### config.mk
export PLATFORM = sky130hd
export DESIGN_NAME = cart_bank_mapper
export DESIGN_NICKNAME = d
export VERILOG_FILES = /design/src/rtl/cart_map_pkg.sv /design/src/rtl/cart_wr_decode.sv /design/src/rtl/cart_bank_regs.sv /design/src/rtl/cart_prg_xlat.sv /design/src/rtl/cart_bank_mapper.sv
export SDC_FILE = /design/constraint.sdc
export NUM_CORES = 1
export LEC_CHECK = 0
export BUFFER_PORTS_ARGS = -buffer_cell sky130_fd_sc_hd__buf_2
export CORE_MARGIN = 2
export CORE_UTILIZATION = 45
export DETAILED_ROUTE_END_ITERATION = 6
export PLACE_DENSITY = 0.84
export SYNTH_ARGS = -nofsm -noshare
export SYNTH_HDL_FRONTEND = slang
export SYNTH_HIERARCHICAL = 1
export SYNTH_SLANG_ARGS = --single-unit
export TNS_END_PERCENT = 100
### constraint.sdc
create_clock -name clk -period 1.35 [get_ports clk]
set_input_delay 0.135 -clock clk [delete_from_list [all_inputs] [get_ports clk]]
set_output_delay 0.135 -clock clk [all_outputs]
set_load 0.005 [all_outputs]
### src/rtl/cart_map_pkg.sv
package cart_map_pkg;
  localparam int CPU_AW     = 16;
  localparam int CPU_DW     = 8;
  localparam int PRG_BANK_W = 4;
  localparam int CHR_BANK_W = 5;
  localparam int ROM_WIN_W  = 14;
  localparam int RAM_AW     = 13;
  localparam int ROM_AW     = PRG_BANK_W + ROM_WIN_W;
  localparam int NUM_CHR    = 4;
  localparam int NUM_SLOTS  = NUM_CHR + 2;
  localparam int PAGE_W     = 4;

  // Register slot order follows the write page order starting at page $A.
  typedef enum logic [2:0] {
    SLOT_PRG    = 3'd0,
    SLOT_CHR_LA = 3'd1,
    SLOT_CHR_LB = 3'd2,
    SLOT_CHR_HA = 3'd3,
    SLOT_CHR_HB = 3'd4,
    SLOT_MIRROR = 3'd5
  } reg_slot_e;

  localparam logic [PAGE_W-1:0] FIRST_REG_PAGE = 4'hA;
endpackage

### src/rtl/cart_wr_decode.sv
module cart_wr_decode
  import cart_map_pkg::*;
#(
  parameter int PW     = PAGE_W,
  parameter int NSLOTS = NUM_SLOTS
) (
  input  logic [PW-1:0]     page,
  input  logic              cpu_wr,
  input  logic              cpu_en,
  output logic [NSLOTS-1:0] load
);
  logic fire;

  always_comb begin
    fire = cpu_en & cpu_wr;
  end

  for (genvar i = 0; i < NSLOTS; i++) begin : g_slot
    localparam logic [PW-1:0] SLOT_PAGE = PW'(FIRST_REG_PAGE + i);
    always_comb begin
      load[i] = fire && (page == SLOT_PAGE);
    end
  end
endmodule

### src/rtl/cart_bank_regs.sv
module cart_bank_regs
  import cart_map_pkg::*;
#(
  parameter int DW     = CPU_DW,
  parameter int PBW    = PRG_BANK_W,
  parameter int CBW    = CHR_BANK_W,
  parameter int NCHR   = NUM_CHR,
  parameter int NSLOTS = NUM_SLOTS
) (
  input  logic                     clk,
  input  logic                     rst_n,
  input  logic [NSLOTS-1:0]        load,
  input  logic [DW-1:0]            wr_data,
  output logic [PBW-1:0]           prg_bank,
  output logic [NCHR-1:0][CBW-1:0] chr_bank,
  output logic                     mirror
);
  logic [PBW-1:0]           prg_d;
  logic [PBW-1:0]           prg_q;
  logic [NCHR-1:0][CBW-1:0] chr_d;
  logic [NCHR-1:0][CBW-1:0] chr_q;
  logic                     mir_d;
  logic                     mir_q;
  logic                     unused_data_hi;

  always_comb begin
    unused_data_hi = ^wr_data[DW-1:CBW];
  end

  // Program bank and mirroring bit.
  always_comb begin
    prg_d = prg_q;
    mir_d = mir_q;
    if (load[SLOT_PRG])    prg_d = wr_data[PBW-1:0];
    if (load[SLOT_MIRROR]) mir_d = wr_data[0];
  end

  always_ff @(posedge clk or negedge rst_n) begin
    if (!rst_n) begin
      prg_q <= '0;
      mir_q <= 1'b0;
    end else begin
      if (load[SLOT_PRG])    prg_q <= prg_d;
      if (load[SLOT_MIRROR]) mir_q <= mir_d;
    end
  end

  // Character banks: one storage element per slot.
  for (genvar c = 0; c < NCHR; c++) begin : g_chr
    localparam int SL = int'(SLOT_CHR_LA) + c;

    always_comb begin
      chr_d[c] = load[SL] ? wr_data[CBW-1:0] : chr_q[c];
    end

    always_ff @(posedge clk or negedge rst_n) begin
      if (!rst_n) begin
        chr_q[c] <= '0;
      end else if (load[SL]) begin
        chr_q[c] <= chr_d[c];
      end
    end
  end

  always_comb begin
    prg_bank = prg_q;
    chr_bank = chr_q;
    mirror   = mir_q;
  end
endmodule

### src/rtl/cart_prg_xlat.sv
module cart_prg_xlat
  import cart_map_pkg::*;
#(
  parameter int AW  = CPU_AW,
  parameter int PBW = PRG_BANK_W,
  parameter int WW  = ROM_WIN_W,
  parameter int RW  = RAM_AW
) (
  input  logic [AW-1:0]     cpu_addr,
  input  logic              cpu_wr,
  input  logic              cpu_en,
  input  logic [PBW-1:0]    prg_bank,
  output logic [PBW+WW-1:0] rom_addr,
  output logic              rom_en,
  output logic [RW-1:0]     ram_addr,
  output logic              ram_en
);
  localparam logic [PBW-1:0]     LAST_BANK = '1;
  localparam logic [AW-RW-1:0]   RAM_PAGE  = (AW-RW)'(3);

  logic [PBW-1:0] bank_sel;

  always_comb begin
    // Upper ROM window (address bit WW set) is pinned to the last bank.
    bank_sel = cpu_addr[WW] ? LAST_BANK : prg_bank;
    rom_addr = {bank_sel, cpu_addr[WW-1:0]};
    rom_en   = cpu_en & ~cpu_wr & cpu_addr[AW-1];
    ram_addr = cpu_addr[RW-1:0];
    ram_en   = cpu_en & (cpu_addr[AW-1:RW] == RAM_PAGE);
  end
endmodule

### src/rtl/cart_bank_mapper.sv
module cart_bank_mapper
  import cart_map_pkg::*;
(
  input  logic                  clk,
  input  logic                  rst_n,
  input  logic [CPU_AW-1:0]     cpu_addr,
  input  logic [CPU_DW-1:0]     cpu_data,
  input  logic                  cpu_wr,
  input  logic                  cpu_en,
  output logic [ROM_AW-1:0]     rom_addr,
  output logic                  rom_en,
  output logic [RAM_AW-1:0]     ram_addr,
  output logic                  ram_en,
  output logic [CHR_BANK_W-1:0] chr_lo_a,
  output logic [CHR_BANK_W-1:0] chr_lo_b,
  output logic [CHR_BANK_W-1:0] chr_hi_a,
  output logic [CHR_BANK_W-1:0] chr_hi_b,
  output logic                  mirror_horiz
);
  logic [1:0]                          rst_sync_q;
  logic                                rst_core_n;
  logic [NUM_SLOTS-1:0]                load;
  logic [PRG_BANK_W-1:0]               prg_bank;
  logic [NUM_CHR-1:0][CHR_BANK_W-1:0]  chr_bank;

  // Reset asserts at once and is released two edges later.
  always_ff @(posedge clk or negedge rst_n) begin
    if (!rst_n) rst_sync_q <= 2'b00;
    else        rst_sync_q <= {rst_sync_q[0], 1'b1};
  end

  always_comb begin
    rst_core_n = rst_sync_q[1];
  end

  cart_wr_decode u_dec (
    .page   (cpu_addr[CPU_AW-1 -: PAGE_W]),
    .cpu_wr (cpu_wr),
    .cpu_en (cpu_en),
    .load   (load)
  );

  cart_bank_regs u_regs (
    .clk      (clk),
    .rst_n    (rst_core_n),
    .load     (load),
    .wr_data  (cpu_data),
    .prg_bank (prg_bank),
    .chr_bank (chr_bank),
    .mirror   (mirror_horiz)
  );

  cart_prg_xlat u_xlat (
    .cpu_addr (cpu_addr),
    .cpu_wr   (cpu_wr),
    .cpu_en   (cpu_en),
    .prg_bank (prg_bank),
    .rom_addr (rom_addr),
    .rom_en   (rom_en),
    .ram_addr (ram_addr),
    .ram_en   (ram_en)
  );

  always_comb begin
    chr_lo_a = chr_bank[0];
    chr_lo_b = chr_bank[1];
    chr_hi_a = chr_bank[2];
    chr_hi_b = chr_bank[3];
  end
endmodule

# Yosys cells after proc, flatten, opt, wreduce, memory -nomap -nowiden
# Index checks and enable logic that the tools add are counted.
[word_totals]
out_inout_bits = 54
register_bits = 27
[classes]
bitwise_logic = 5
reduce_logical = 6
n_mux = 1
n_eq_ne = 7
[op_table]
columns = ["operator", "count"]
rows = [
  ["== test 4 bit, second input constant", 6],
  ["logical AND 1 bit", 6],
  ["AND 1 bit", 4],
  ["two-way mux 4 bit", 1],
  ["== test 3 x 2 -> 1 bit, second input constant", 1],
  ["NOT 1 bit", 1],
]

# Depth between registers and ports, before layout
[logic_depth]
word_depth = 3
mapped_depth = 3

# Hierarchy
# The synthesis kept the hierarchy.
[by_module_without_submodules]
columns = ["mod", "cells_each", "area_per_inst_um2", "instances", "seq_area_each_um2"]
rows = [
  ["cart_bank_regs", 50, 907.1, 1, 625.6],
  ["cart_prg_xlat", 33, 246.5, 1, 0.0],
  ["cart_wr_decode", 10, 63.8, 1, 0.0],
  ["cart_bank_mapper", 3, 53.8, 1, 50.0],
]

# Worst setup path before layout
# No wires, ideal clock.
[synth_path]
kind = "input to register"
from = "input cpu_addr[14]"
to = "register u_regs.chr_q (netlist bit u_regs/chr_bank[5])"
setup_time_ns = 0.127
setup_slack_ns = 0.161
arrival_ns = 1.062
t_required_ns = 1.223
path_stages = 3
path_cell_list = "nand4_2 nor3_1 mux2_1"
[synth_between]
elab_chain_len = 2
[synth_lines]
columns = ["item", "line", "rtl"]
rows = [
  ["from (decl)", "cart_bank_mapper.sv:6", "input logic [CPU_AW-1:0] cpu_addr,"],
  ["== test 4 bit", "cart_wr_decode.sv:21", "load[i] = fire && (page == SLOT_PAGE);"],
  ["logical AND 1 bit", "cart_wr_decode.sv:21", ""],
  ["net load[2]", "cart_bank_mapper.sv:22", "logic [NUM_SLOTS-1:0] load;"],
  ["to (signal, indexed assignment)", "cart_bank_regs.sv:60", "chr_q[c] <= chr_d[c];"],
  ["to (decl)", "cart_bank_regs.sv:21", "logic [NCHR-1:0][CBW-1:0] chr_q;"],
]
# The timed path passes the listed nets, and every way through them passes these cells.
# A chain may end at the register's enable or synchronous reset.

# Final worst setup path
[layout_path]
from = "register u_regs.prg_q[1] (netlist: u_regs/prg_bank[1])"
to = "output rom_addr[15]"
[layout_between]
elab_chain_len = 1
[layout_lines]
columns = ["item", "line", "rtl"]
rows = [
  ["from (decl)", "cart_bank_regs.sv:19", "logic [PBW-1:0] prg_q;"],
  ["from (signal assigned)", "cart_bank_regs.sv:43", "if (load[SLOT_PRG]) prg_q <= prg_d;"],
  ["two-way mux 4 bit", "cart_prg_xlat.sv:25", "bank_sel = cpu_addr[WW] ? LAST_BANK : prg_bank;"],
  ["to (decl)", "cart_bank_mapper.sv:10", "output logic [ROM_AW-1:0] rom_addr,"],
]
# Every way passes these cells.

==> metrics.md <==
| Metric | Value |
|---|---|
| RSZ-0062 raised after global routing | false |
| Drt via density | 5.12 |
| Register area | 676 sq um |
| Clock Latency Late Sink | 0.31 ns |
| CP Max Fanout | 2 |
| Number of diodes | 0 |
| Placed inst area | 0.00138 sq mm |
| Hold WC Path Type | input pin to flip-flop |
| Clock Sinks | 27 |
| Finished Layout Cells | 153 |
| GRT overflow | 0 |
| Total chip power | 1.71 mW |
| Post-Synthesis Cell Area | 0.00127 sq mm |
| CORE AREA | 0.00271 sq mm |
| CP endpoint kind | output pin |
| Initial DRC count | 15 |
| CP cell instances | or2_1 > buf_2 |
| Syn Area/Cell | 13.2 sq um |
| Pwr per Cell Area | 1210 mW/mm^2 |
| Post-CTS resize count | 0 |
| Min-Delay Path Depth | 2 |
| Number of max-slew violations in the final report | 0 |
| Die footprint | 0.00327 sq mm |
| Die width | 57.2 um |
| Root Buffer | clkbuf_4 |
| Register area share after synthesis | 53.1% |
| Min cycle time layout | 1.18 ns |
| Clk pin slew, worst setup/hold paths | 0.13 ns |
| Synth Warn # | 6 |
| P&R area growth vs syn | 11.0% |
| Die Ht | 57.2 um |
| Layout cells sized above 1 | 44.3% |
| Setup ws final | 0.171 ns |
| Largest net degree at the start of global routing | 16 |
| Peak Freq | 848 MHz |
| Num CTS Buffers | 3 |
| Met1 usage | 20.4% |
| CP max stage delay | 0.39 ns |
| WS Path Type | flip-flop to output pin |
| Run status | completed |
| Total track usage | 16.2% |
| Global route hottest layer | met2 |
| Drt first pass iters | 3 |
| Total number of vias | 784 |
| First-pass GRT wire length | 3980 um |
| Setup TNS | 0 ns |
| Routed WL | 2440 um |
| Final hold violation count | 0 |
| # placed instances | 148 |
| Reg2reg path depth | 1 |
| Clock Skews | 0.00435 ns |
| # DRC | 0 |
| Finished Cell Area | 0.00141 sq mm |
| Buffers on Ports | 42 |
| Multi-input logic area | 393 sq um |
| Maximum VDD drop | 0.000864 V |
| HPWL Detailed | 1970 um |
| CTS tree | yes |
| Synth Net Count | 124 |
| Reg2Reg Setup Slack | 0.54 ns |
| FF+latch count, synth | 27 |
| Post-CTS setup buffers | 0 |
| Max Cap Viol | 0 |
| Final nets | 151 |
| Row cnt | 19 |
| Max H-tree Level | 1 |
| Pleak | 0.753 nW |
| Clk buf depth | 2 |
| WP data required | 1.22 ns |
| CTS Hold Bufs | 1 |
| Post-DR wirelength/cell | 16.0 um |
| Setup crit start kind | flip-flop |
| Final period util | 87.3% |
| Gpl congestion | 0.678 |
| Cells after Synth | 96 |
| Met3 usage | 2.27% |
| Fillers | 256 |
| CP arrival | 1.04 ns |
| Initial antenna violation count | 0 |
| Setup Viol. Count Final | 0 |
| Vias in the first global route | 831 |
| Library cells used by synthesis | 15 |
| Starting Density | 46.9% |
| Slowest-stage cell, CP | dfrtp_1 |
| Routing usage on met2 | 27.9% |
| Ports | 82 |
| ANT nets after route | 0 |
| Pre-CTS worst setup slack | 0.0516 ns |
==> cell usage after synthesis <==
| cell | number | area share (%) |
|---|---|---|
| nor3_1 | 1 | 0.39 |
| and4b_1 | 1 | 0.79 |
| nand2_1 | 1 | 0.29 |
| nor2_1 | 4 | 1.2 |
| and3b_1 | 1 | 0.69 |
| or2_1 | 4 | 2.0 |
| buf_4 | 27 | 16 |
| mux2_2 | 1 | 0.89 |
| nor3b_2 | 1 | 0.98 |
| mux2_1 | 24 | 21 |
| dfrtp_1 | 27 | 53 |
| nand2b_1 | 1 | 0.49 |
| nand4_2 | 1 | 0.98 |
| conb_1 | 1 | 0.29 |
| nand4b_1 | 1 | 0.69 |
==> per-layer routing <==
metal,vias to the layer above,share of wire [%]
met5,-,0
met4,0,1.7
met3,10,8.8
met2,46,51
met1,380,39
li1,348,-
==> cells by family after synthesis <==
kind of cell / share of synthesized area [%]
mux: 22.1
simple gates: 8.46
buf+inv: 15.9
other cells: 0.295
flops: 53.1
==> layout make-up <==
class                           instances  share of cell area, %
Sequential cell                        27                   47.9
Multi-Input combinational cell         42                   27.8
Timing Repair Buffer                   49                   19.7
Tap cell                               31                   2.75
Clock buffer                            4                   1.86
==> power by group <==
group | internal (mW) | switching (mW)
combinational | 0.202 | 0.146
clock | 0.115 | 0.212
sequential | 0.955 | 0.0749
total | 1.27 | 0.433
==> cell usage in the layout (no fill, tap or decap) <==
cell type / Yosys / final
nor3_1: 1 / 1
nand4_2: 1 / 1
mux2_2: 1 / 1
buf_12: 0 / 1
nand4b_1: 1 / 1
buf_2: 0 / 42
mux2_1: 24 / 24
nor3b_2: 1 / 1
clkbuf_4: 0 / 3
or2_1: 4 / 4
nand2b_1: 1 / 1
buf_4: 27 / 5
nor2_1: 4 / 4
and4b_1: 1 / 1
dfrtp_1: 27 / 27
and3b_1: 1 / 1
nand2_1: 1 / 1
clkbuf_1: 0 / 1
dlygate4sd3_1: 0 / 1
conb_1: 1 / 1
==> through the flow <==
stage,hold slack [ns],utilization (%)
floorplan,-0.161,-
global placement,-0.0798,50.7
detailed placement,-0.0780,50.7
CTS,0.0682,52.1
global route,0.0901,52.1
finish,0.0777,52.1
==> worst max-delay path, delay by kind of cell (launching register included) <==
kind	cells	cell delay (ns)
flops	1	0.39
simple gates	1	0.21
buf+inv	1	0.13
==> sequential cells by signal, summed over array words and instances (netlist names) <==
name             count
rst_sync_q           2
u_regs/chr_bank     20
u_regs/prg_bank      4
u_regs/mirror        1
==> final timing paths <==
check	startpoint	to
worst min register to register	rst_sync_q[1]	u_regs/chr_bank[9]
worst max-delay path	u_regs/prg_bank[1]	rom_addr[15]
max in group asynchronous	rst_sync_q[1]	u_regs/chr_bank[2]
worst max register to register	u_regs/chr_bank[16]	u_regs/chr_bank[16]
min in group asynchronous	rst_n	rst_sync_q[1]
worst min-delay path	cpu_data[4]	u_regs/chr_bank[14]
No activity file was read; power rests on OpenSTA's default activity.
